`src/rtl/host_port_pkg.sv`:
```
package host_port_pkg;
  localparam int unsigned IDX_W       = 6;
  localparam int unsigned ADDR_LO_W   = 14;
  localparam int          REG_MODE0   = 0;
  localparam int          REG_BANK    = 14;
  localparam int          REG_STAT_PT = 15;
  localparam int          REG_PAL_PT  = 16;
  localparam int          REG_IND_PT  = 17;

  typedef enum logic [1:0] {
    PORT_DATA = 2'd0,
    PORT_CTRL = 2'd1,
    PORT_PAL  = 2'd2,
    PORT_IND  = 2'd3
  } port_e;
endpackage

```
`src/rtl/hp_ctrl_regs.sv`:
```
module hp_ctrl_regs
  import host_port_pkg::*;
#(
  parameter int unsigned NUM_REGS  = 48,
  parameter int unsigned BANK_W    = 3,
  parameter int unsigned PAL_IDX_W = 4
) (
  input  logic                  clk_i,
  input  logic                  rst_ni,
  input  logic                  wr_en_i,
  input  logic [IDX_W-1:0]      wr_idx_i,
  input  logic [7:0]            wr_data_i,
  input  logic                  inc_bank_i,
  input  logic                  inc_pal_i,
  input  logic                  inc_ind_i,
  output logic [NUM_REGS*8-1:0] regs_o
);
  for (genvar g = 0; g < NUM_REGS; g++) begin : g_reg
    logic [7:0] q;
    logic       hit;
    assign hit = wr_en_i && (wr_idx_i == IDX_W'(g));

    if (g == REG_BANK) begin : g_bank
      always_ff @(posedge clk_i or negedge rst_ni) begin
        if (!rst_ni)         q <= '0;
        else if (hit)        q <= wr_data_i;
        else if (inc_bank_i) q[BANK_W-1:0] <= q[BANK_W-1:0] + 1'b1;
      end
    end else if (g == REG_PAL_PT) begin : g_pal
      always_ff @(posedge clk_i or negedge rst_ni) begin
        if (!rst_ni)        q <= '0;
        else if (hit)       q <= wr_data_i;
        else if (inc_pal_i) q[PAL_IDX_W-1:0] <= q[PAL_IDX_W-1:0] + 1'b1;
      end
    end else if (g == REG_IND_PT) begin : g_ind
      // port-3 path never targets this register; only the pointer field moves
      always_ff @(posedge clk_i or negedge rst_ni) begin
        if (!rst_ni)        q <= '0;
        else if (hit)       q <= wr_data_i;
        else if (inc_ind_i) q[IDX_W-1:0] <= q[IDX_W-1:0] + 1'b1;
      end
    end else begin : g_plain
      always_ff @(posedge clk_i or negedge rst_ni) begin
        if (!rst_ni)  q <= '0;
        else if (hit) q <= wr_data_i;
      end
    end

    assign regs_o[g*8 +: 8] = q;
  end
endmodule

```
`src/rtl/hp_palette.sv`:
```
module hp_palette #(
  parameter int unsigned ENTRIES = 16,
  parameter int unsigned CW      = 3,
  localparam int unsigned IW     = $clog2(ENTRIES)
) (
  input  logic          clk_i,
  input  logic          rst_ni,
  input  logic          wr_i,
  input  logic [7:0]    byte_i,
  input  logic [IW-1:0] ptr_i,
  input  logic [IW-1:0] rd_idx_i,
  output logic          pair_done_o,
  output logic [3*CW-1:0] color_o
);
  logic            phase_q;
  logic [CW-1:0]   red_q, blue_q;
  logic [3*CW-1:0] mem_q [ENTRIES];

  assign pair_done_o = wr_i && phase_q;
  assign color_o     = mem_q[rd_idx_i];

  always_ff @(posedge clk_i or negedge rst_ni) begin
    if (!rst_ni) begin
      phase_q <= 1'b0;
      red_q   <= '0;
      blue_q  <= '0;
      for (int i = 0; i < ENTRIES; i++) mem_q[i] <= '0;
    end else if (wr_i) begin
      if (!phase_q) begin
        red_q   <= byte_i[4 +: CW];
        blue_q  <= byte_i[0 +: CW];
        phase_q <= 1'b1;
      end else begin
        mem_q[ptr_i] <= {red_q, byte_i[0 +: CW], blue_q};
        phase_q      <= 1'b0;
      end
    end
  end

  p_second_byte_stores_r5: assert property (@(posedge clk_i) disable iff (!rst_ni)
    pair_done_o |=> mem_q[$past(ptr_i)] == {$past(red_q), $past(byte_i[0 +: CW]), $past(blue_q)});
endmodule

```
`src/rtl/hp_vram_port.sv`:
```
module hp_vram_port
  import host_port_pkg::*;
#(
  parameter int unsigned BANK_W = 3,
  localparam int unsigned AW    = ADDR_LO_W + BANK_W
) (
  input  logic                 clk_i,
  input  logic                 rst_ni,
  input  logic                 load_i,
  input  logic [ADDR_LO_W-1:0] load_addr_i,
  input  logic                 load_rd_i,
  input  logic                 wr_i,
  input  logic                 rd_i,
  input  logic [7:0]           wdata_i,
  input  logic [BANK_W-1:0]    bank_i,
  input  logic                 wide_i,
  output logic                 inc_bank_o,
  output logic [7:0]           rd_latch_o,
  output logic                 mem_req_o,
  output logic                 mem_we_o,
  output logic [AW-1:0]        mem_addr_o,
  output logic [7:0]           mem_wdata_o,
  input  logic                 mem_ack_i,
  input  logic [7:0]           mem_rdata_i
);
  logic [ADDR_LO_W-1:0] lo_q, cur_lo;
  logic                 start;

  assign cur_lo     = load_i ? load_addr_i : lo_q;
  assign start      = !mem_req_o && (load_i ? load_rd_i : (wr_i || rd_i));
  assign inc_bank_o = start && wide_i && (&cur_lo);

  always_ff @(posedge clk_i or negedge rst_ni) begin
    if (!rst_ni) begin
      lo_q        <= '0;
      mem_req_o   <= 1'b0;
      mem_we_o    <= 1'b0;
      mem_addr_o  <= '0;
      mem_wdata_o <= '0;
      rd_latch_o  <= '0;
    end else begin
      if (start) begin
        mem_req_o   <= 1'b1;
        mem_we_o    <= wr_i && !load_i;
        mem_addr_o  <= {bank_i, cur_lo};
        mem_wdata_o <= wdata_i;
        lo_q        <= cur_lo + 1'b1;
      end else begin
        if (load_i) lo_q <= load_addr_i;
        if (mem_req_o && mem_ack_i) mem_req_o <= 1'b0;
      end
      if (mem_req_o && mem_ack_i && !mem_we_o) rd_latch_o <= mem_rdata_i;
    end
  end

  p_req_hold_r12: assert property (@(posedge clk_i) disable iff (!rst_ni)
    (mem_req_o && !mem_ack_i) |=> mem_req_o && $stable(mem_addr_o) && $stable(mem_we_o)
                                   && $stable(mem_wdata_o));
  p_read_capture_r9: assert property (@(posedge clk_i) disable iff (!rst_ni)
    (mem_req_o && mem_ack_i && !mem_we_o) |=> rd_latch_o == $past(mem_rdata_i));
  p_no_start_busy_r12: assert property (@(posedge clk_i) disable iff (!rst_ni)
    (mem_req_o && !mem_ack_i && (wr_i || rd_i)) |=> $stable(mem_addr_o));
endmodule

```
`src/rtl/host_port_ctrl.sv`:
```
module host_port_ctrl
  import host_port_pkg::*;
#(
  parameter int unsigned NUM_REGS    = 48,
  parameter int unsigned NUM_STATUS  = 10,
  parameter int unsigned PAL_ENTRIES = 16,
  parameter int unsigned ADDR_HI_W   = 3,
  localparam int unsigned PAL_IW     = $clog2(PAL_ENTRIES),
  localparam int unsigned AW         = ADDR_LO_W + ADDR_HI_W
) (
  input  logic                    clk_i,
  input  logic                    rst_ni,
  input  logic                    bus_en_i,
  input  logic                    bus_wr_i,
  input  logic [1:0]              bus_port_i,
  input  logic [7:0]              bus_wdata_i,
  output logic [7:0]              bus_rdata_o,
  input  logic [NUM_STATUS*8-1:0] status_i,
  output logic                    mem_req_o,
  output logic                    mem_we_o,
  output logic [AW-1:0]           mem_addr_o,
  output logic [7:0]              mem_wdata_o,
  input  logic                    mem_ack_i,
  input  logic [7:0]              mem_rdata_i,
  input  logic [PAL_IW-1:0]       pal_idx_i,
  output logic [8:0]              pal_color_o,
  output logic [NUM_REGS*8-1:0]   ctrl_regs_o
);
  localparam logic [IDX_W:0] NREG_L = (IDX_W+1)'(NUM_REGS);

  port_e port;
  assign port = port_e'(bus_port_i);

  logic acc_wr, acc_rd;
  assign acc_wr = bus_en_i && bus_wr_i;
  assign acc_rd = bus_en_i && !bus_wr_i;

  // register views
  logic [7:0]        ind_ptr_reg;
  logic [3:0]        stat_sel;
  logic [PAL_IW-1:0] pal_ptr;
  logic [ADDR_HI_W-1:0] bank;
  logic              wide;
  assign ind_ptr_reg = ctrl_regs_o[REG_IND_PT*8 +: 8];
  assign stat_sel    = ctrl_regs_o[REG_STAT_PT*8 +: 4];
  assign pal_ptr     = ctrl_regs_o[REG_PAL_PT*8 +: PAL_IW];
  assign bank        = ctrl_regs_o[REG_BANK*8 +: ADDR_HI_W];
  assign wide        = ctrl_regs_o[REG_MODE0*8 + 3] || ctrl_regs_o[REG_MODE0*8 + 2];

  // control port two-phase sequencing
  logic       phase_q;
  logic [7:0] first_q;
  logic       p1_wr, p1_rd, second, dir_wr, addr_set;
  assign p1_wr    = acc_wr && port == PORT_CTRL;
  assign p1_rd    = acc_rd && port == PORT_CTRL;
  assign second   = p1_wr && phase_q;
  assign dir_wr   = second && bus_wdata_i[7:6] == 2'b10;
  assign addr_set = second && !bus_wdata_i[7];

  always_ff @(posedge clk_i or negedge rst_ni) begin
    if (!rst_ni) begin
      phase_q <= 1'b0;
      first_q <= '0;
    end else if (p1_rd) begin
      phase_q <= 1'b0;
    end else if (p1_wr) begin
      phase_q <= !phase_q;
      if (!phase_q) first_q <= bus_wdata_i;
    end
  end

  // indirect port
  logic             ind_wr, ind_ok, inc_ind;
  logic [IDX_W-1:0] ind_ptr;
  assign ind_ptr = ind_ptr_reg[IDX_W-1:0];
  assign ind_wr  = acc_wr && port == PORT_IND;
  assign ind_ok  = (ind_ptr != IDX_W'(REG_IND_PT)) && ({1'b0, ind_ptr} < NREG_L);
  assign inc_ind = ind_wr && !ind_ptr_reg[7];

  logic             rf_wr_en;
  logic [IDX_W-1:0] rf_wr_idx;
  logic [7:0]       rf_wr_data;
  assign rf_wr_en   = (dir_wr && ({1'b0, bus_wdata_i[IDX_W-1:0]} < NREG_L)) || (ind_wr && ind_ok);
  assign rf_wr_idx  = dir_wr ? bus_wdata_i[IDX_W-1:0] : ind_ptr;
  assign rf_wr_data = dir_wr ? first_q : bus_wdata_i;

  logic inc_bank, pal_done;

  hp_ctrl_regs #(
    .NUM_REGS (NUM_REGS),
    .BANK_W   (ADDR_HI_W),
    .PAL_IDX_W(PAL_IW)
  ) u_regs (
    .clk_i     (clk_i),
    .rst_ni    (rst_ni),
    .wr_en_i   (rf_wr_en),
    .wr_idx_i  (rf_wr_idx),
    .wr_data_i (rf_wr_data),
    .inc_bank_i(inc_bank),
    .inc_pal_i (pal_done),
    .inc_ind_i (inc_ind),
    .regs_o    (ctrl_regs_o)
  );

  hp_palette #(
    .ENTRIES(PAL_ENTRIES),
    .CW     (3)
  ) u_pal (
    .clk_i      (clk_i),
    .rst_ni     (rst_ni),
    .wr_i       (acc_wr && port == PORT_PAL),
    .byte_i     (bus_wdata_i),
    .ptr_i      (pal_ptr),
    .rd_idx_i   (pal_idx_i),
    .pair_done_o(pal_done),
    .color_o    (pal_color_o)
  );

  logic [7:0] rd_latch;

  hp_vram_port #(
    .BANK_W(ADDR_HI_W)
  ) u_vram (
    .clk_i      (clk_i),
    .rst_ni     (rst_ni),
    .load_i     (addr_set),
    .load_addr_i({bus_wdata_i[ADDR_LO_W-9:0], first_q}),
    .load_rd_i  (!bus_wdata_i[6]),
    .wr_i       (acc_wr && port == PORT_DATA),
    .rd_i       (acc_rd && port == PORT_DATA),
    .wdata_i    (bus_wdata_i),
    .bank_i     (bank),
    .wide_i     (wide),
    .inc_bank_o (inc_bank),
    .rd_latch_o (rd_latch),
    .mem_req_o  (mem_req_o),
    .mem_we_o   (mem_we_o),
    .mem_addr_o (mem_addr_o),
    .mem_wdata_o(mem_wdata_o),
    .mem_ack_i  (mem_ack_i),
    .mem_rdata_i(mem_rdata_i)
  );

  // read mux
  logic [7:0] stat_byte;
  always_comb begin
    stat_byte = 8'h00;
    for (int k = 0; k < NUM_STATUS; k++)
      if (stat_sel == 4'(k)) stat_byte = status_i[k*8 +: 8];
  end

  always_comb begin
    unique case (port)
      PORT_DATA: bus_rdata_o = rd_latch;
      PORT_CTRL: bus_rdata_o = stat_byte;
      default:   bus_rdata_o = 8'hFF;
    endcase
  end

  p_ind_autoinc_r3: assert property (@(posedge clk_i) disable iff (!rst_ni)
    inc_ind |=> ind_ptr_reg[IDX_W-1:0] == $past(ind_ptr_reg[IDX_W-1:0]) + 1'b1);
  p_ind_hold_r3: assert property (@(posedge clk_i) disable iff (!rst_ni)
    (ind_wr && ind_ptr_reg[7]) |=> $stable(ind_ptr_reg));
  p_self_guard_r4: assert property (@(posedge clk_i) disable iff (!rst_ni)
    (ind_wr && ind_ptr == IDX_W'(REG_IND_PT)) |=> ctrl_regs_o[REG_IND_PT*8 + 7] == $past(ind_ptr_reg[7]));
  p_pal_ptr_step_r5: assert property (@(posedge clk_i) disable iff (!rst_ni)
    pal_done |=> pal_ptr == $past(pal_ptr) + 1'b1);
  p_phase_clear_r11: assert property (@(posedge clk_i) disable iff (!rst_ni)
    p1_rd |=> !phase_q);
  p_bank_carry_r10: assert property (@(posedge clk_i) disable iff (!rst_ni)
    (inc_bank && !rf_wr_en) |=> bank == $past(bank) + 1'b1);
  p_no_carry_narrow_r10: assert property (@(posedge clk_i) disable iff (!rst_ni)
    (!wide && !rf_wr_en) |=> $stable(bank));
endmodule

```
`config.mk`:
```
export PLATFORM = sky130hd
export DESIGN_NAME = host_port_ctrl
export DESIGN_NICKNAME = d
export VERILOG_FILES = /design/src/rtl/host_port_pkg.sv /design/src/rtl/hp_ctrl_regs.sv /design/src/rtl/hp_palette.sv /design/src/rtl/hp_vram_port.sv /design/src/rtl/host_port_ctrl.sv
export SDC_FILE = /design/constraint.sdc
export NUM_CORES = 1
export LEC_CHECK = 0
export CORE_ASPECT_RATIO = 1.5
export CORE_MARGIN = 2
export CORE_UTILIZATION = 47
export DETAILED_ROUTE_END_ITERATION = 7
export GPL_ROUTABILITY_DRIVEN = 0
export PLACE_DENSITY = 0.79
export SLEW_MARGIN = 0
export SYNTH_ARGS = -nofsm -noshare
export SYNTH_HDL_FRONTEND = slang
export SYNTH_SLANG_ARGS = --single-unit
```
`constraint.sdc`:
```
create_clock -name clk_i -period 2.6 [get_ports clk_i]
set_input_delay 0.26 -clock clk_i [delete_from_list [all_inputs] [get_ports clk_i]]
set_output_delay 0.26 -clock clk_i [all_outputs]
set_load 0.1 [all_outputs]
```
Yosys cells after proc, flatten, opt, wreduce, memory -nomap -nowiden
Cells that the tools add are included.

operators by class
  div/mod/pow operators = 0
  mux-type cells = 33
  shift-type cells = 0
  multiply operators = 0
  $lt $le $gt $ge = 5
  $add $sub $neg = 4
  reduce and logical (&&, ||, !) cells = 94
  equality and inequality tests = 61
  bitwise gates (word level) = 5

operators by type and width
  kind                                                      count
  bitwise mux 144 bit                                       1
  equality test 6 x 5 -> 1 bit, second input constant       16
  equality test 6 bit, second input constant                16
  two-way mux 8 bit                                         11
  logical AND 1 bit                                         71
  equality test 6 x 4 -> 1 bit, second input constant       8
  binary-select mux 9 bit (select 4 bit)                    1
  demux 9 bit (select 4 bit)                                1
  two-way mux 14 bit                                        2
  two-way mux 9 bit                                         3
  equality test 6 x 3 -> 1 bit, second input constant       4
  two-way mux 6 bit                                         3
  equality test 4 x 3 -> 1 bit, second input constant       4
  one-hot mux 8 bit (2 select lines)                        1
  adder 14 x 1 -> 14 bit, second input constant             1
  AND reduction 14 bit                                      1
  equality test 6 x 2 -> 1 bit, second input constant       2
  < comparator 6 bit, second input constant                 2
  greater-or-equal comparator 5 bit, second input constant  2
  NOT 4 -> 5 bit                                            2
  nonzero test 2 bit                                        5
  equality test 4 x 2 -> 1 bit, second input constant       2
  equality test 4 bit, second input constant                2
  logical NOT 1 bit                                         8
  other kinds (19)                                          33

storage, ports and cells
  input port bits = 107
  memory bits (read-only) = 0
  RAM bits = 0
  output and inout port bits = 428
  bits in registers = 593
  bits in latches = 0
  logic and storage cells = 280
  memories = 0

Depth between registers and ports, before layout
  depth in word-level cells = 12
  gate-level depth with buffers = 12
  mapped depth without buffers = 9

Hierarchy
A second synthesis with hierarchy kept.

second synthesis, totals
  cells, all modules = 1778
  area total of the unflattened synthesis = 25896.1 µm²

modules (own cells, without submodules)
  module          area each (µm²)  cells an instance  times used  sequential area each (µm²)
  hp_ctrl_regs    15038.2          912                1           9609.2
  hp_palette      6765.2           422                1           3778.6
  hp_vram_port    2289.7           211                1           1226.2
  host_port_ctrl  1803.0           233                1           225.2

Worst setup path before layout
OpenSTA, ideal clock, no wires.

  path type = flip-flop to output port
  start = register u_regs.g_reg[15].q[0]
  end = output port bus_rdata_o[0]
  data arrival time = 3.828 ns
  path slack = -1.488 ns
  cell stages (with the launch flop) = 9
  buffers on the path = 2
  required time = 2.340 ns
  cells stage by stage = dfrtp_1 clkbuf_1 clkbuf_1 o21ai_0 o21ai_0 a22oi_1 o21ai_0 o221ai_1 a31oi_1

on the way
  longest elaborated chain between the ends = 12
  elaborated cells between the ends (all ways) = 21
  classes of those cells = eq/ne (9); mux (11); reduce/logical (1)

RTL lines
  element                                 line                   text
  from (decl)                             hp_ctrl_regs.sv:19     logic [7:0] q;
  from (signal assigned)                  hp_ctrl_regs.sv:45     else if (hit) q <= wr_data_i;
  logical NOT 4 bit                       host_port_ctrl.sv:149  if (stat_sel == 4'(k)) stat_byte = status_i[k*8 +: 8];
  two-way mux 8 bit (9 in a row)          host_port_ctrl.sv:149
  two-way mux 8 bit (*)                   host_port_ctrl.sv:149
  one-hot mux 8 bit (2 select lines) (*)  host_port_ctrl.sv:153  unique case (port)
  to (decl)                               host_port_ctrl.sv:17   output logic [7:0] bus_rdata_o,

Every way passes the cells marked *; elsewhere a longest branch is shown, timed or not.

Final worst setup path
  start = register u_regs.g_reg[15].q[1]
  end = output port bus_rdata_o[4]

Same word-level chain as after synthesis.

==> metrics.cfg <==
[critical_path]
r2r_setup_slack_ns=0.06
cp-start-kind=flop
critPathCaptureType=output port
path_class=reg -> out
cp_max_fo=6
worst_r2r_endpoint=u_regs.g_reg[11].q[6]
cp_data_arrival_time_ns=2.55
cp_data_required_time_ns=2.34
endpoint=bus_rdata_o[4]
worstSetupStartpoint=u_regs.g_reg[15].q[1]
regToRegStartpoint=u_regs.g_reg[17].q[0]
r2r_cells=9

[power]
vdd_ir_drop_max_mv=0.7519
p_sw_w=0.01197
pwr-share-seq=0.378
power.density_nw_per_um2=848.9
p_int_w=0.01810
clockPowerShare=0.292
switching_share=0.3980
leakage_nw=17.80
share_comb_of_total_power=0.330

[clock_tree]
cts.root.buffer_cell=clkbuf_16
cts_tree=done
htree_num_levels=2
cts-buffers-inserted=56
path_clk_slew_ns=0.06
cts.sinks=593
clk_latency_ns=0.61
clockBufferDepth=3

[route]
routed-via-count=19427
drc_errors=0
wl_per_cell_um=25.70
first_pass_iters=6
drt_iter0_drc=1019
drtAntennaViolNets=0
drt_wl_total_um=86760
avgViaCountPerCell=5.754

[sta]
skew_ns=0.02752
max_freq_mhz=356.4
rsz0062_at_grt=yes
setup_ws_ns=-0.2055
tightest_slew_ns=0.6641
fin_crit_sh=1.079
fin_crit_ns=2.806
setup_viol=8
hold_viol=0
slew_headroom=0.5573
slew_violations=0

[finish]
area_delta_synth_final_pct=37.26
layout_commonest_cell=buf_4
diodes=0
final_area_um2=35420
layout_common_cells=buf_4, dfrtp_1, mux2_2
final_layout_size_suffix_gt1_frac=0.5080
fin_nets=2751

[place]
place_ws_ns=-0.5872
port_buffers=534
placement.cell_area_um2=32870
hpwl_um=62940

[synthesis]
avgSynthCellArea_um2=13.25
synth-seq-area-share=0.5750
syn_inst=1948
syn_nets=2063
ys_seq_elements=593
synth_edf_count=0
synth_top_flop_cell=dfrtp_1
async_flop_share=1.000
netlist_area_um2=25810
yosysWarnings=0
ys_types=73

[global_route]
grt_pass1_vias=20844
grt.overflow.total=0
grt_first_pass_wirelength_um=130600
grt_use_total=0.3044
grt_max_degree=80
antenna_found_initial=5

[floorplan]
die_area_um2=56840
core_area_um2=54520
die_w_um=195.3
initial_utilization=0.4734
num_rows=105
io-pin-count=535
die_height_um=291.0

[hold_path]
hold_class=in -> async

[outcome]
status=finished with violations
violations=setup timing

[run]
drv_cap=0

power groups by stage:
stage | Sequential [W] | Combinational, W | Clock [W]
5_1_grt | 0.0115 | 0.0103 | 0.00926
4_1_cts | 0.0113 | 0.00987 | 0.00892
6_report | 0.0114 | 0.00993 | 0.00878
2_1_floorplan | 0.0156 | 0.00245 | 0
3_3_place_gp | 0.0114 | 0.00967 | 0
3_5_place_dp | 0.0115 | 0.00978 | 0
sequential cells by signal, summed over array words and instances (netlist names):
name	flops
u_regs.g.q	384
u_pal.mem_q	144
u_vram.mem_addr_o	17
u_vram.lo_q	14
first_q	8
u_vram.mem_wdata_o	8
u_vram.rd_latch_o	8
u_pal.blue_q	3
u_pal.red_q	3
phase_q	1
u_pal.phase_q	1
u_vram.mem_req_o	1
u_vram.mem_we_o	1
cell families (layout without fill, tap and decap cells):
| kind of cell | Yosys count | count (layout) | synth area share |
|---|---|---|---|
| XOR/XNOR | 29 | 29 | 0.009841 |
| multiplexers | 542 | 542 | 0.2573 |
| AO/OA/AOI/OAI | 213 | 213 | 0.04935 |
| AND/OR/NAND/NOR | 403 | 403 | 0.07747 |
| buffers and inverters | 160 | 893 | 0.02720 |
| flip-flops | 593 | 593 | 0.5750 |
| adder cells (fa/ha/maj) | 8 | 8 | 0.003879 |
final cells by class:
class,count,area [um2]
clock buffer,81,1657
clock inverter,22,324.1
fill,3870,19100
inverter,17,63.81
multi-input combinational,1195,10750
sequential,593,14860
tap,695,869.6
timing repair buffer,773,6900
how the worst min path moves through the flow:
stage | startpoint | end | slack [ns] | cells after the start
floorplan | rst_ni | first_q[0] | -0.04 | 0
global placement | rst_ni | u_pal.mem_q[138] | 0.28 | 1
detailed placement | rst_ni | u_pal.mem_q[138] | 0.28 | 1
CTS | mem_ack_i | u_vram.mem_req_o | 0.23 | 2
global route | bus_en_i | u_vram.mem_we_o | 0.24 | 4
finish | rst_ni | u_pal.mem_q[138] | 0.23 | 2
worst max-delay path, stage by stage, from the launching register on:
cell and delay [ns]:
dfrtp_4 0.54, buf_4 0.16, mux2_2 0.29, a221oi_4 0.29
a2111oi_2 0.09, o32a_2 0.38, buf_12 0.18
synth_stat cells, types with 11 or more instances:
library cell / n / area (um2)
inv_1: 16 / 60.06
clkbuf_1: 97 / 364.1
nand2b_1: 18 / 112.6
mux2_1: 13 / 146.4
nand2_1: 197 / 739.5
mux2i_1: 38 / 380.4
dfrtp_1: 593 / 14840
o21ai_1: 64 / 320.3
nand4_1: 16 / 100.1
nor3_1: 15 / 75.07
a21oi_1: 25 / 125.1
nor2_1: 45 / 168.9
xor2_1: 19 / 166.4
mux2_4: 11 / 165.2
nand3_1: 37 / 185.2
buf_2: 27 / 135.1
a31oi_1: 12 / 75.07
mux4_2: 48 / 1081
o21ai_0: 58 / 290.3
mux2_2: 431 / 4853
layer usage:
metal | up-vias | GRT usage | part of all wire
met4 | 8 | 0.1555 | 0.057
met1 | 9923 | 0.3536 | 0.36
met5 | - | 0 | 0.00062
met3 | 278 | 0.07369 | 0.076
li1 | 8332 | - | -
met2 | 886 | 0.5235 | 0.51
stage by stage:
stage | setup TNS (ns) | instances | total power (W) | hold WS, ns | util
2_1_floorplan | 0 | 1948 | 0.01808 | -0.03559 | -
3_3_place_gp | -165.93 | 3249 | 0.02105 | 0.2834 | 0.6029
3_5_place_dp | -175.59 | 3249 | 0.02127 | 0.2780 | 0.6029
4_1_cts | -1.010 | 3367 | 0.03011 | 0.2256 | 0.6442
5_1_grt | -1.702 | 3376 | 0.03103 | 0.2433 | 0.6497
6_report | -0.9920 | 3376 | 0.03007 | 0.2326 | 0.6497
what timing repair did:
action,4_1_cts,5_1_grt
buffers inserted,14,8
gates cloned,0,1
setup endpoints to repair,24,232
resized for setup,46,54
endpoints found under the hold margin,44,0
pin swaps,7,16
hold buffers,1,0
No activity file was read; power rests on OpenSTA's default activity.
